===== config.mk =====
export PLATFORM = sky130hd
export DESIGN_NAME = nand_strobe_ctrl
export DESIGN_NICKNAME = d
export VERILOG_FILES = /design/src/rtl/nand_strobe_ctrl.sv
export SDC_FILE = /design/constraint.sdc
export NUM_CORES = 1
export LEC_CHECK = 0
export BUFFER_PORTS_ARGS = -buffer_cell sky130_fd_sc_hd__clkbuf_2
export CAP_MARGIN = 5
export CORE_MARGIN = 2
export CORE_UTILIZATION = 59
export CTS_CLUSTER_DIAMETER = 200
export DETAILED_ROUTE_END_ITERATION = 6
export GPL_ROUTABILITY_DRIVEN = 0
export PLACE_DENSITY_LB_ADDON = 0.15
export SYNTH_ARGS = -nofsm -noshare
export SYNTH_HDL_FRONTEND = slang
export SYNTH_SLANG_ARGS = --single-unit

===== constraint.sdc =====
create_clock -name clk -period 7.3 [get_ports clk]
set_input_delay 0.73 -clock clk [delete_from_list [all_inputs] [get_ports clk]]
set_output_delay 0.73 -clock clk [all_outputs]
set_load 0.01 [all_outputs]

===== src/rtl/nand_strobe_ctrl.sv =====
`timescale 1ns/1ps
module nand_strobe_ctrl #(
  parameter int          DW         = 32,
  parameter int          IOW        = 8,
  parameter logic [15:0] UNLOCK_KEY = 16'hA25E
) (
  input  logic           clk,
  input  logic           rst_n,
  input  logic           reg_wr,
  input  logic           reg_rd,
  input  logic [2:0]     reg_addr,
  input  logic [DW-1:0]  reg_wdata,
  output logic [DW-1:0]  reg_rdata,
  output logic           reg_rvalid,
  output logic           nand_ce_n,
  output logic           nand_cle,
  output logic           nand_ale,
  output logic           nand_we_n,
  output logic           nand_re_n,
  output logic [IOW-1:0] nand_io_out,
  output logic           nand_io_oe,
  input  logic [IOW-1:0] nand_io_in,
  input  logic           nand_rb
);
  localparam logic [2:0] A_CMD = 3'd0, A_ADR = 3'd1, A_DAT = 3'd2, A_STA = 3'd3;
  localparam logic [2:0] A_MOD = 3'd4, A_TIM = 3'd5, A_KEY = 3'd6, A_CEH = 3'd7;
  localparam logic [7:0] C_RST = 8'hFF, C_SPARE = 8'h50;

  typedef enum logic [2:0] {S_IDLE, S_SETUP, S_PULSE, S_HOLD, S_TAIL} phase_t;
  typedef enum logic [1:0] {OP_CMD, OP_ADR, OP_DAT, OP_RD} op_t;

  phase_t         ph;
  op_t            op;
  logic [4:0]     cnt;
  logic [IOW-1:0] obyte;
  logic [3:0]     cfg;
  logic [25:0]    tim;
  logic           key_ok, ce_force, spare;
  logic [2:0]     acnt;

  function automatic logic [4:0] m1(input logic [4:0] x);
    return (x == 5'd0) ? 5'd0 : x - 5'd1;
  endfunction

  wire       idle    = (ph == S_IDLE);
  wire [7:0] cbyte   = reg_wdata[7:0];
  wire       wr_cmd  = reg_wr && reg_addr == A_CMD;
  wire       rst_cmd = wr_cmd && cbyte == C_RST;
  wire       go_cmd  = wr_cmd && (idle || rst_cmd);
  wire       go_adr  = reg_wr && reg_addr == A_ADR && idle;
  wire       go_dat  = reg_wr && reg_addr == A_DAT && idle && !cfg[3];
  wire       go_rd   = reg_rd && reg_addr == A_DAT && idle;
  wire       last    = !idle && cnt == 5'd0;
  wire       cap     = ph == S_PULSE && op == OP_RD && last && !rst_cmd;
  wire [2:0] need    = (cfg[2] ? 3'd2 : 3'd1) + (cfg[1] ? 3'd3 : 3'd2);
  wire [3:0] status  = {acnt == need, spare, idle, nand_rb};
  wire       in_bus  = ph == S_SETUP || ph == S_PULSE || ph == S_HOLD;

  always_ff @(posedge clk or negedge rst_n) begin
    if (!rst_n) begin
      ph <= S_IDLE; op <= OP_CMD; cnt <= '0; obyte <= '0;
    end else if (go_cmd || go_adr || go_dat || go_rd) begin
      ph    <= S_SETUP;
      cnt   <= m1({3'b0, tim[25:24]});
      op    <= go_cmd ? OP_CMD : go_adr ? OP_ADR : go_dat ? OP_DAT : OP_RD;
      obyte <= (go_cmd && cbyte == C_SPARE) ? '0 : reg_wdata[IOW-1:0];
    end else if (last) begin
      case (ph)
        S_SETUP: begin
          ph  <= S_PULSE;
          cnt <= (op == OP_RD) ? m1({1'b0, tim[11:8]}) : m1({1'b0, tim[3:0]});
        end
        S_PULSE: begin
          ph  <= S_HOLD;
          cnt <= (op == OP_RD) ? m1({1'b0, tim[15:12]}) : m1({1'b0, tim[7:4]});
        end
        S_HOLD: begin
          if (op == OP_CMD) begin
            ph <= S_TAIL; cnt <= m1(tim[23:19]);
          end else if (op == OP_RD) begin
            ph <= S_TAIL; cnt <= m1({2'b0, tim[18:16]});
          end else begin
            ph <= S_IDLE;
          end
        end
        default: ph <= S_IDLE;
      endcase
    end else if (!idle) begin
      cnt <= cnt - 5'd1;
    end
  end

  always_ff @(posedge clk or negedge rst_n) begin
    if (!rst_n) begin
      cfg <= '0; tim <= '0; key_ok <= 1'b0; ce_force <= 1'b0; spare <= 1'b0; acnt <= '0;
    end else begin
      if (reg_wr) key_ok <= reg_addr == A_KEY && reg_wdata[15:0] == UNLOCK_KEY;
      if (reg_wr && key_ok && reg_addr == A_MOD) cfg <= reg_wdata[3:0];
      if (reg_wr && key_ok && reg_addr == A_TIM) tim <= reg_wdata[25:0];
      if (rst_cmd) ce_force <= 1'b0;
      else if (reg_wr && reg_addr == A_CEH) ce_force <= (reg_wdata == '0);
      if (go_cmd) begin
        acnt <= '0;
        if (cbyte == C_SPARE) spare <= 1'b1;
        else if (cbyte == 8'h00 || cbyte == C_RST) spare <= 1'b0;
      end else if (go_adr && acnt != 3'd7) begin
        acnt <= acnt + 3'd1;
      end
    end
  end

  always_ff @(posedge clk or negedge rst_n) begin
    if (!rst_n) begin
      reg_rvalid <= 1'b0; reg_rdata <= '0;
    end else begin
      reg_rvalid <= 1'b0;
      if (cap) begin
        reg_rvalid <= 1'b1;
        reg_rdata  <= {{(DW-IOW){1'b0}}, nand_io_in};
      end else if (reg_rd && reg_addr != A_DAT) begin
        reg_rvalid <= 1'b1;
        case (reg_addr)
          A_STA:   reg_rdata <= {{(DW-4){1'b0}}, status};
          A_MOD:   reg_rdata <= {{(DW-4){1'b0}}, cfg};
          A_TIM:   reg_rdata <= {{(DW-26){1'b0}}, tim};
          default: reg_rdata <= '0;
        endcase
      end
    end
  end

  assign nand_ce_n   = !(!idle || ce_force);
  assign nand_cle    = in_bus && op == OP_CMD;
  assign nand_ale    = in_bus && op == OP_ADR;
  assign nand_we_n   = !(ph == S_PULSE && op != OP_RD);
  assign nand_re_n   = !(ph == S_PULSE && op == OP_RD);
  assign nand_io_oe  = in_bus && op != OP_RD;
  assign nand_io_out = nand_io_oe ? obyte : '0;
endmodule



### Word level (Yosys, flattened, before mapping)

Cells that the tools add are included.

| word-level totals | value |
|---|---|
| word-level logic and storage cells | 142 |
| register bits after elaboration | 87 |

| operators by class | value |
|---|---|
| equality and inequality tests | 22 |
| reduce and logical (&&, ||, !) cells | 60 |
| muxes and demuxes | 38 |
| $add $sub $neg | 10 |

Operators with widths:

| operator | count |
|---|---|
| 26-bit case mux with 3 select lines | 1 |
| 5-bit two-way mux | 14 |
| 32-bit two-way mux | 2 |
| 32-bit logical NOT | 1 |
| 1-bit logical AND | 26 |
| 4-bit by 1-bit subtractor with 5-bit output, second input constant | 4 |
| 3-bit two-way mux | 6 |
| 16-bit == test, second input constant | 1 |
| 4-bit logical NOT | 4 |
| 8-bit two-way mux | 2 |
| 5-bit case mux with 3 select lines | 1 |
| 3-bit by 2-bit == test with 1-bit output, second input constant | 4 |
| 3-bit == test, second input constant | 4 |
| 5-bit logical NOT | 2 |
| 2-bit nonzero test | 5 |
| 5-bit by 1-bit subtractor with 5-bit output, second input constant | 2 |
| 3-bit logical NOT | 3 |
| 3-bit case mux with 3 select lines | 1 |
| 8-bit by 7-bit == test with 1-bit output, second input constant | 1 |
| 8-bit == test, second input constant | 1 |
| 8-bit logical NOT | 1 |
| 1-bit logical OR | 8 |
| 1-bit two-way mux | 8 |
| 3-bit by 1-bit == test with 1-bit output, second input constant | 2 |
| 18 further kinds | 26 |

### Logic depth before layout (Yosys ltp)

Gate-level depths: netlist of run 1.

| depth | value |
|---|---|
| depth after elaboration | 10 |
| gate-level depth with buffers | 8 |
| mapped depth without buffers | 8 |

### Worst setup path after synthesis of run 1

OpenSTA, ideal clock, no wires.

| timing | value |
|---|---|
| path kind | input to register |
| start | input reg_addr[2] |
| end | register reg_rdata[13] |
| arrival | 2.572 ns |
| buffers on the path | 2 |
| stages | 7 |
| slack | 4.663 ns |
| required time | 7.235 ns |
| path through | buf_2 > or4b_4 > nor4_4 > nor3_2 > nor3b_4 > buf_6 > a22o_1 |

| on the way | value |
|---|---|
| cells in the longest elaborated chain, start to end | 6 |

Ends and longest elaborated chain:

| element | line | RTL |
|---|---|---|
| from (decl) | 11 | `input logic [2:0] reg_addr,` |
| parallel branches: the longest is 6 deep, another holds 32-bit two-way mux | -- |  |
| to (signal assigned) | 119 | `reg_rdata <= {{(DW-IOW){1'b0}}, nand_io_in};` |
| to (signal assigned) | 123 | `A_STA: reg_rdata <= {{(DW-4){1'b0}}, status};` |
| to (signal assigned) | 124 | `A_MOD: reg_rdata <= {{(DW-4){1'b0}}, cfg};` |
| to (decl) | 13 | `output logic [DW-1:0] reg_rdata,` |

Parallel ways; which one is timed is not known. The select of a mux whose other input is x is not followed.
A chain may end at the register's enable or synchronous reset.

### Worst setup path after layout of run 1

| timing | value |
|---|---|
| start | register ph[0] |
| end | register cnt[1] |

| on the way | value |
|---|---|
| cells in the longest elaborated chain, start to end | 8 |

Ends and longest elaborated chain:

| element | line | RTL |
|---|---|---|
| from (decl) | 32 | `phase_t ph;` |
| from (signal assigned) | 61 | `ph <= S_IDLE; op <= OP_CMD; cnt <= '0; obyte <= '0;` |
| from (signal assigned) | 63 | `ph <= S_SETUP;` |
| from (signal assigned) | 70 | `ph <= S_PULSE;` |
| 3-bit logical NOT | 45 | `wire idle = (ph == S_IDLE);` |
| 1-bit logical OR | 49 | `wire go_cmd = wr_cmd && (idle \|\| rst_cmd);` |
| 1-bit logical AND | 49 |  |
| 1-bit logical OR (3 in a row) | 62 | `end else if (go_cmd \|\| go_adr \|\| go_dat \|\| go_rd) begin` |
| 5-bit by 2-bit inequality test with 1-bit output (no line) (tied with other cells) | -- |  |
| 3-bit AND reduction (no line) | -- |  |
| to (signal assigned) | 64 | `cnt <= m1({3'b0, tim[25:24]});` |
| to (signal assigned) | 71 | `cnt <= (op == OP_RD) ? m1({1'b0, tim[11:8]}) : m1({1'b0, tim[3:0]});` |
| to (signal assigned) | 75 | `cnt <= (op == OP_RD) ? m1({1'b0, tim[15:12]}) : m1({1'b0, tim[7:4]});` |
| to (decl) | 34 | `logic [4:0] cnt;` |

Several ways; a longest one is shown, not always the timed one.

==> results.cfg, run 1 <==
[outcome]
run_status = finished clean

[worst_setup_path]
worst_path_largest_cell_delay_ns = 0.75
critical_path_buf_inv_count = 0
worst-r2r-cell-count = 5
critical_path.slowest_cell = sky130_fd_sc_hd__nor4b_1
worstSetupEndpointType = register
reg2reg_from = ph[0]
critical-path-top-cell-by-count = sky130_fd_sc_hd__or3_1
worstSetupStartpointType = register
start_to_end_type_of_the_worst_setup_path = register to register
cp_required_ns = 7.52
worstPathCellList = or3_1, nor4b_1, or3_1, mux2i_1, o31ai_1
crit_arrival_ns = 3.20
timing.rr.end = cnt[1]
flop_to_flop_setup_slack_ns = 4.32
path_delay_family = simple AND/OR/NAND/NOR gates
cp_max_fo = 16

[sta]
fmax_mhz = 336
finalSetupTns_ns = 0
layout_worst_path_cycle_share_pct = 40.8
rsz0062_at_grt = no
hold_viol_final = 0
setup-violations-final = 0
worst_clock_skew_ns = 0.00776
layout_setup_ws_ns = 4.32
timing.max_slew.rel_slack_pct = 30.0
period_minus_slack_ns = 2.98
final-max-slew-violation-count = 0
worst_pin_slew_ns = 1.04

[grt]
grt.overflow.total = 0
grt_pass1_wl_mm = 18.2
grt.total_usage_pct = 28.1
maximum_number_of_pins_on_one_net_before_global_route_repair = 82
grt_antenna_before_repair = 0
vias_in_the_first_global_route = 3630

[routing]
drc_errors = 0
via_count = 3861
drtIter0Drc = 359
drt-vias-per-instance = 6.07
postRouteAntennaNets = 0
drt_pass1_iterations = 5
wire_per_inst_um = 17.4
drt-total-wl_mm = 11.1

[clock_tree]
cts-root-to-sink-buffers = 2
clkTransAtPathRegs_ns = 0.08
cts_resized = 0
worstSkewPairLatency_ns = 0.35
cts.sink_count = 81
numCtsBuffers = 9
postCtsHoldBufs = 0
cts_setup_buffers = 0
clock_tree.htree_level_count = 3
tritoncts = done
ctsRootBufferMaster = sky130_fd_sc_hd__clkbuf_8

[finish]
postLayoutCoreUtil_pct = 70.5
drive_gt1_share_pct = 25.7
antenna-diode-count = 0
num-nets-final = 590
syn_to_final_growth_pct = 15.9
finish.cell_count_without_fillers = 636
final_common_cell = sky130_fd_sc_hd__clkbuf_2
layout.cells.most_common_list = 87 x sky130_fd_sc_hd__clkbuf_2, 81 x sky130_fd_sc_hd__dfrtp_1, 57 x sky130_fd_sc_hd__nand2_1, 30 x sky130_fd_sc_hd__o21ai_0, 22 x sky130_fd_sc_hd__nor3_1

[min_path]
timing.hold.worst_endpoint = obyte[7]
holdCritPathClass = register to register
min_path_cells = 2
hp-start = obyte[7]

[floorplanning]
core_area_um2 = 7210
die_x_um = 90.2
ios = 95
die-height_um = 90.2
die_area_um2 = 8140
placement_rows = 31
initial_util_pct = 60.8

[synthesis]
yosys_warnings = 0
syn_area_per_cell_um2 = 9.71
ys_types = 59
mappedNetlistArea_um2 = 4390
synth_enable_flop_cells = 0
netlist_instances = 452
fraction_of_synthesis_flops_using_an_asynchronous_set_or_reset_pin_pct = 100
postSynth.topFlopCell = sky130_fd_sc_hd__dfrtp_1
ys_seq_area_share_pct = 46.2
yosys_register_bits = 81

[power]
power_density_nw_per_um2 = 278
power.ir.vdd_worst_mv = 0.130
total_leakage_power_uw = 0.00248

[place]
post-place-ws_ns = 4.14
detailedPlacementHpwl_mm = 8.04
io_buffers = 88
dp_cells = 620

[flow_run]
max_cap_violations = 0
-- state kept, by name (all words and copies together), names as in the netlist --
signal,count
acnt,3
key_ok,1
tim,26
spare,1
ce_force,1
obyte,8
cfg,4
cnt,5
reg_rvalid,1
ph,3
op,2
reg_rdata,26
-- layout make-up --
cell class,instances,area (um^2)
multi-input cells,332,2180
fillers,592,2130
clock buffers,10,138
flip-flops and latches,81,2030
inverters,18,67.6
repair buffers,90,458
clock inverters,6,90.1
well taps,99,124
-- where the power goes --
| part | total [uW] | switching [uW] | internal [uW] |
|---|---|---|---|
| combinational | 459 | 266 | 193 |
| clock | 374 | 170 | 204 |
| sequential | 580 | 68.2 | 512 |
-- cell families after synthesis --
| kind of cell | after synthesis | share of synthesized area (%) |
|---|---|---|
| AND/OR/NAND/NOR | 178 | 22.1 |
| XOR/XNOR | 4 | 0.799 |
| adder cells (fa/ha/maj) | 10 | 2.85 |
| multiplexers | 29 | 7.19 |
| AO/OA/AOI/OAI | 105 | 16.2 |
| flip-flops | 81 | 46.2 |
| buffers and inverters | 44 | 4.56 |
| other | 1 | 0.0855 |
-- cell usage after synthesis (2+ instances only) --
library cell | count | area, um^2
sky130_fd_sc_hd__a211oi_1 | 3 | 22.5
sky130_fd_sc_hd__a21oi_1 | 19 | 95.1
sky130_fd_sc_hd__a22o_1 | 20 | 175
sky130_fd_sc_hd__a22oi_1 | 3 | 22.5
sky130_fd_sc_hd__a31oi_1 | 3 | 18.8
sky130_fd_sc_hd__and2_1 | 11 | 68.8
sky130_fd_sc_hd__and3b_1 | 3 | 26.3
sky130_fd_sc_hd__buf_2 | 4 | 20.0
sky130_fd_sc_hd__buf_4 | 6 | 45.0
sky130_fd_sc_hd__clkbuf_1 | 14 | 52.6
sky130_fd_sc_hd__dfrtp_1 | 81 | 2030
sky130_fd_sc_hd__ha_1 | 10 | 125
sky130_fd_sc_hd__inv_1 | 18 | 67.6
sky130_fd_sc_hd__mux2_2 | 20 | 225
sky130_fd_sc_hd__mux2i_1 | 9 | 90.1
sky130_fd_sc_hd__nand2_1 | 57 | 214
sky130_fd_sc_hd__nand2b_1 | 5 | 31.3
sky130_fd_sc_hd__nand3_1 | 9 | 45.0
sky130_fd_sc_hd__nand3b_1 | 7 | 52.6
sky130_fd_sc_hd__nand4_1 | 4 | 25.0
sky130_fd_sc_hd__nor2_1 | 21 | 78.8
sky130_fd_sc_hd__nor2b_1 | 4 | 25.0
sky130_fd_sc_hd__nor3_1 | 22 | 110
sky130_fd_sc_hd__nor4_1 | 10 | 62.6
sky130_fd_sc_hd__nor4b_1 | 3 | 26.3
sky130_fd_sc_hd__o211ai_1 | 3 | 22.5
sky130_fd_sc_hd__o21ai_0 | 30 | 150
sky130_fd_sc_hd__o21bai_1 | 2 | 15.0
sky130_fd_sc_hd__o22ai_1 | 2 | 12.5
sky130_fd_sc_hd__o311ai_0 | 4 | 35.0
sky130_fd_sc_hd__o31a_1 | 3 | 26.3
sky130_fd_sc_hd__o31ai_1 | 4 | 30.0
sky130_fd_sc_hd__or2_2 | 3 | 18.8
sky130_fd_sc_hd__or3_1 | 3 | 18.8
sky130_fd_sc_hd__or4_1 | 5 | 37.5
sky130_fd_sc_hd__or4b_2 | 2 | 20.0
sky130_fd_sc_hd__xnor2_1 | 2 | 17.5
sky130_fd_sc_hd__xor2_1 | 2 | 17.5
-- how the worst max path moves through the flow --
| stage | from | to | slack (ns) | depth (start not counted) |
|---|---|---|---|---|
| after floorplan | reg_addr[2] | reg_rdata[13] | 4.66 | 7 |
| after global placement | reg_addr[0] | reg_rdata[13] | 4.22 | 6 |
| after CTS | cnt[0] | reg_rdata[11] | 4.41 | 7 |
| after global routing | ph[0] | cnt[1] | 4.15 | 5 |
| after detailed placement | reg_addr[0] | reg_rdata[8] | 4.14 | 6 |
| final | ph[0] | cnt[1] | 4.32 | 5 |
-- worst min-delay path: cells and delay by family (launching register included) --
family / cells / cell delay, ns
simple gates: 2 / 0.10
flops: 1 / 0.34
-- per-stage QoR --
stage / instance area, um^2 / total power (uW) / hold slack, ns
after global placement: 4860 / 1030 / 0.442
after CTS: 5080 / 1410 / 0.467
after detailed placement: 4860 / 1040 / 0.449
final: 5080 / 1410 / 0.465
after global routing: 5080 / 1500 / 0.494
after floorplan: 4410 / 887 / 0.430
-- routing by layer --
metal	GRT usage [%]	vias up	share of wire (%)
met2	41.8	184	46
met3	4.78	17	8.7
met4	10.8	0	1.8
met5	0	-	0
met1	41.5	1845	43
li1	-	1815	-
No activity file was read; power rests on OpenSTA's default activity.
==> run 2: changes to the inputs <==
- CORE_UTILIZATION: 59 -> 49
- clock period: 7.3 -> 2.6 ns (I/O delays scaled with it)
==> results.cfg, run 2 (synthesis gave the netlist of run 1 again) <==
[outcome]
run_status = finished clean

[sta]
worst_pin_slew_ns = 1.05
final-max-slew-violation-count = 0
hold_viol_final = 0
finalSetupTns_ns = 0
fmax_mhz = 412
period_minus_slack_ns = 2.43
worst_clock_skew_ns = 0.00806
rsz0062_at_grt = no
timing.max_slew.rel_slack_pct = 29.4
layout_worst_path_cycle_share_pct = 93.3
setup-violations-final = 0

[routing]
wire_per_inst_um = 17.1
drt-vias-per-instance = 5.80
drt-total-wl_mm = 11.3
drtIter0Drc = 209
drc_errors = 0
drt_pass1_iterations = 5
via_count = 3845
postRouteAntennaNets = 0

[clock_tree]
cts_resized = 0
clkTransAtPathRegs_ns = 0.09
ctsRootBufferMaster = sky130_fd_sc_hd__clkbuf_8
worstSkewPairLatency_ns = 0.35
clock_tree.htree_level_count = 3
cts-root-to-sink-buffers = 2
cts.sink_count = 81
numCtsBuffers = 9
tritoncts = done

[place]
dp_cells = 646
io_buffers = 88
detailedPlacementHpwl_mm = 8.45

[grt]
grt_antenna_before_repair = 0
grt.overflow.total = 0
grt_pass1_wl_mm = 18.5
grt.total_usage_pct = 23.8
maximum_number_of_pins_on_one_net_before_global_route_repair = 46
vias_in_the_first_global_route = 3599

[finish]
drive_gt1_share_pct = 27.9
syn_to_final_growth_pct = 19.3
layout.filler_cells = 756
area_used_by_multi_input_combinational_logic_um2 = 2180
finish.cell_count_without_fillers = 663
antenna-diode-count = 0
largest_registers = reg_rdata (26), tim (26), obyte (8)
final_common_cell = sky130_fd_sc_hd__clkbuf_2
sequential_cell_area_um2 = 2030
num-nets-final = 608
layout.cells.most_common_list = 87 x sky130_fd_sc_hd__clkbuf_2, 81 x sky130_fd_sc_hd__dfrtp_1, 57 x sky130_fd_sc_hd__nand2_1, 30 x sky130_fd_sc_hd__o21ai_0, 22 x sky130_fd_sc_hd__nor3_1

[floorplanning]
ios = 95
die_area_um2 = 9720
initial_util_pct = 50.3
die-height_um = 98.6
placement_rows = 34
core_area_um2 = 8720
die_x_um = 98.6

[worst_setup_path]
worstPathCellList = inv_1, ha_1, or4b_2, a31o_2, a2111o_1, a31oi_1, o21ai_0
crit_arrival_ns = 2.67
cp_max_fo = 4
worstSetupStartpointType = register
worst-r2r-cell-count = 7
cp_required_ns = 2.85
critical_path.slowest_cell = sky130_fd_sc_hd__or4b_2
start_to_end_type_of_the_worst_setup_path = register to register
worst_path_largest_cell_delay_ns = 0.64
worstSetupEndpointType = register

[power]
total_leakage_power_uw = 0.00256
power_density_nw_per_um2 = 773
power.ir.vdd_worst_mv = 0.297

[min_path]
holdCritPathClass = input port to register
min_path_cells = 3

[flow_run]
max_cap_violations = 0
-- run 2: worst max-delay path: cells and delay by family, from the launching register on --
kind            cells  cell delay [ns]
compound gates      4             0.90
simple gates        1             0.64
fa+ha+maj           1             0.24
buf+inv             1             0.12
flops               1             0.41
-- run 2: cell type report --
cell class,count,share of cell area [%]
multi-input cells,332,41.7
flip-flops and latches,81,38.7
repair buffers,108,11.4
clock buffers,10,2.63
well taps,108,2.58
clock inverters,6,1.74
inverters,18,1.29
-- run 2: report_power, final --
part | total, uW | internal, uW | switching (uW)
logic | 1370 | 592 | 776
registers | 1620 | 1440 | 179
clock network | 1060 | 571 | 494
-- run 2: metal layers --
| layer | up-vias | share of wire, % | track usage, % |
|---|---|---|---|
| li1 | 1834 | - | - |
| met1 | 1853 | 48 | 36.0 |
| met2 | 141 | 44 | 35.3 |
| met3 | 17 | 5.8 | 3.83 |
| met4 | 0 | 1.8 | 7.38 |
| met5 | - | 0 | 0 |
-- run 2: worst paths after layout --
kind	from	to	slack (ns)
worst max register to register	tim[19]	cnt[0]	0.17
max in group asynchronous	rst_n	reg_rdata[1]	1.48
worst min-delay path	nand_io_in[0]	reg_rdata[0]	0.11
worst min register to register	obyte[1]	obyte[1]	0.47
min in group asynchronous	rst_n	obyte[7]	0.43
worst max-delay path	tim[19]	cnt[0]	0.17
-- run 2: stage by stage --
step	hold WS, ns	instance area, um^2	power [uW]	setup slack (ns)	util, %
floorplan	-0.0356	4410	2490	0.318	-
global placement	0.301	5000	2970	0.254	57.3
detailed placement	0.305	5000	3000	0.212	57.3
CTS	0.101	5240	4060	0.194	60.0
global route	0.112	5240	4300	0.0715	60.0
finish	0.107	5240	4050	0.173	60.0
-- run 2: timing repair --
item,in CTS,in global routing
hold buffers,1,0
endpoints found under the hold margin,43,0
buffers inserted,0,0
endpoints found under the setup margin,0,0
==> run 3: changes to the inputs <==
- CTS_CLUSTER_SIZE: not set -> 28
- RECOVER_POWER: not set -> 50
==> results.cfg, run 3 (synthesis gave the netlist of run 1 again) <==
[outcome]
run_status = finished clean

[sta]
timing.hold.ws_ns = 0.102
hold_viol_final = 0
timing.max_slew.rel_slack_pct = 23.7
period_minus_slack_ns = 2.42
fmax_mhz = 413
worst_clock_skew_ns = 0.00902
finalSetupTns_ns = 0
worst_pin_slew_ns = 1.14
rsz0062_at_grt = no
final-max-slew-violation-count = 0
layout_worst_path_cycle_share_pct = 93.2
setup-violations-final = 0

[power]
swShare_pct = 35.8
power_density_nw_per_um2 = 777
clockPowerShare_pct = 26.3
total_leakage_power_uw = 0.00247
comb_power_share_pct = 33.7
total_switching_power_uw = 1440
seq_power_share_pct = 40.0
power.internal_uw = 2590
power.ir.vdd_worst_mv = 0.292

[finish]
finish.cell_count_without_fillers = 663
layout.cells.most_common_list = 81 x sky130_fd_sc_hd__dfrtp_1, 63 x sky130_fd_sc_hd__clkbuf_2, 57 x sky130_fd_sc_hd__nand2_1, 30 x sky130_fd_sc_hd__o21ai_0, 27 x sky130_fd_sc_hd__clkbuf_1
drive_gt1_share_pct = 23.1
antenna-diode-count = 0
num-nets-final = 608
syn_to_final_growth_pct = 18.4
largest_registers = reg_rdata (26), tim (26), obyte (8)
layout.filler_cells = 773
final_common_cell = sky130_fd_sc_hd__dfrtp_1

[worst_setup_path]
cp_max_fo = 4
worstSetupEndpointType = register
crit_arrival_ns = 2.67
worstSetupStartpointType = register
cp_required_ns = 2.85
start_to_end_type_of_the_worst_setup_path = register to register

[floorplanning]
core_area_um2 = 8720
placement_rows = 34
die_x_um = 98.6
initial_util_pct = 50.3
die_area_um2 = 9720
ios = 95
die-height_um = 98.6

[grt]
vias_in_the_first_global_route = 3599
maximum_number_of_pins_on_one_net_before_global_route_repair = 46
grt.overflow.total = 0
grt_antenna_before_repair = 0
grt.total_usage_pct = 23.8
grt_pass1_wl_mm = 18.5

[routing]
drtIter0Drc = 221
drc_errors = 0
drt-total-wl_mm = 11.3
via_count = 3809
wire_per_inst_um = 17.1
drt_pass1_iterations = 4
drt-vias-per-instance = 5.75
postRouteAntennaNets = 0

[clock_tree]
cts.sink_count = 81
numCtsBuffers = 9
cts-root-to-sink-buffers = 2
cts_setup_buffers = 0
clkTransAtPathRegs_ns = 0.09
ctsRootBufferMaster = sky130_fd_sc_hd__clkbuf_8
cts_resized = 0
worstSkewPairLatency_ns = 0.36
clock_tree.htree_level_count = 3
postCtsHoldBufs = 1
tritoncts = done

[place]
detailedPlacementHpwl_mm = 8.45
dp_cells = 646
io_buffers = 88

[flow_run]
max_cap_violations = 0

[min_path]
holdCritPathClass = input port to register
run 3: stage by stage:
| stage | area [um^2] | util (%) | setup slack (ns) | total power (uW) |
|---|---|---|---|---|
| 3_5_place_dp | 5000 | 57.3 | 0.212 | 3000 |
| 2_1_floorplan | 4410 | - | 0.318 | 2490 |
| 3_3_place_gp | 5000 | 57.3 | 0.254 | 2970 |
| 5_1_grt | 5190 | 59.6 | 0.0715 | 4290 |
| 6_report | 5190 | 59.6 | 0.176 | 4040 |
| 4_1_cts | 5240 | 60.0 | 0.194 | 4060 |
run 3: final timing paths:
check / slack, ns / cells past startpoint / from / endpoint
max in group asynchronous: 0.87 / 3 / rst_n / reg_rdata[1]
hold / removal: 0.10 / 3 / nand_io_in[0] / reg_rdata[0]
min in group asynchronous: 0.65 / 2 / rst_n / obyte[7]
hold reg to reg: 0.47 / 2 / obyte[1] / obyte[1]
setup / recovery: 0.18 / 7 / tim[19] / cnt[0]
setup reg to reg: 0.18 / 7 / tim[19] / cnt[0]
run 3: layout make-up:
cell class / count / area, um^2 / area share [%]
clock buffer: 10 / 138 / 2.65
clock inverter: 6 / 91.3 / 1.76
inverter: 18 / 67.6 / 1.30
multi-input combinational: 332 / 2180 / 42.0
sequential: 81 / 2030 / 39.0
tap: 108 / 135 / 2.60
timing repair buffer: 108 / 554 / 10.7
run 3: critical path: stages (launching register included):
cell and delay, ns:
sky130_fd_sc_hd__dfrtp_1 0.41, sky130_fd_sc_hd__inv_1 0.12, sky130_fd_sc_hd__ha_1 0.24, sky130_fd_sc_hd__or4b_2 0.64, sky130_fd_sc_hd__a31o_2 0.27, sky130_fd_sc_hd__a2111o_1 0.40
sky130_fd_sc_hd__a31oi_1 0.15, sky130_fd_sc_hd__o21ai_0 0.08
run 3: power by group through the flow:
| stage | clock (uW) | sequential (uW) | combinational (uW) |
|---|---|---|---|
| floorplan | 0 | 1570 | 916 |
| global placement | 0 | 1630 | 1340 |
| detailed placement | 0 | 1640 | 1360 |
| CTS | 1070 | 1610 | 1370 |
| global route | 1130 | 1640 | 1530 |
| finish | 1060 | 1620 | 1360 |
run 3: layer usage:
layer / GRT usage (%) / vias up / share of wire [%]
met5: 0 / - / 0
met4: 7.38 / 0 / 1.3
met3: 3.83 / 13 / 5.2
met2: 35.3 / 116 / 44
met1: 36.0 / 1840 / 49
li1: - / 1840 / -
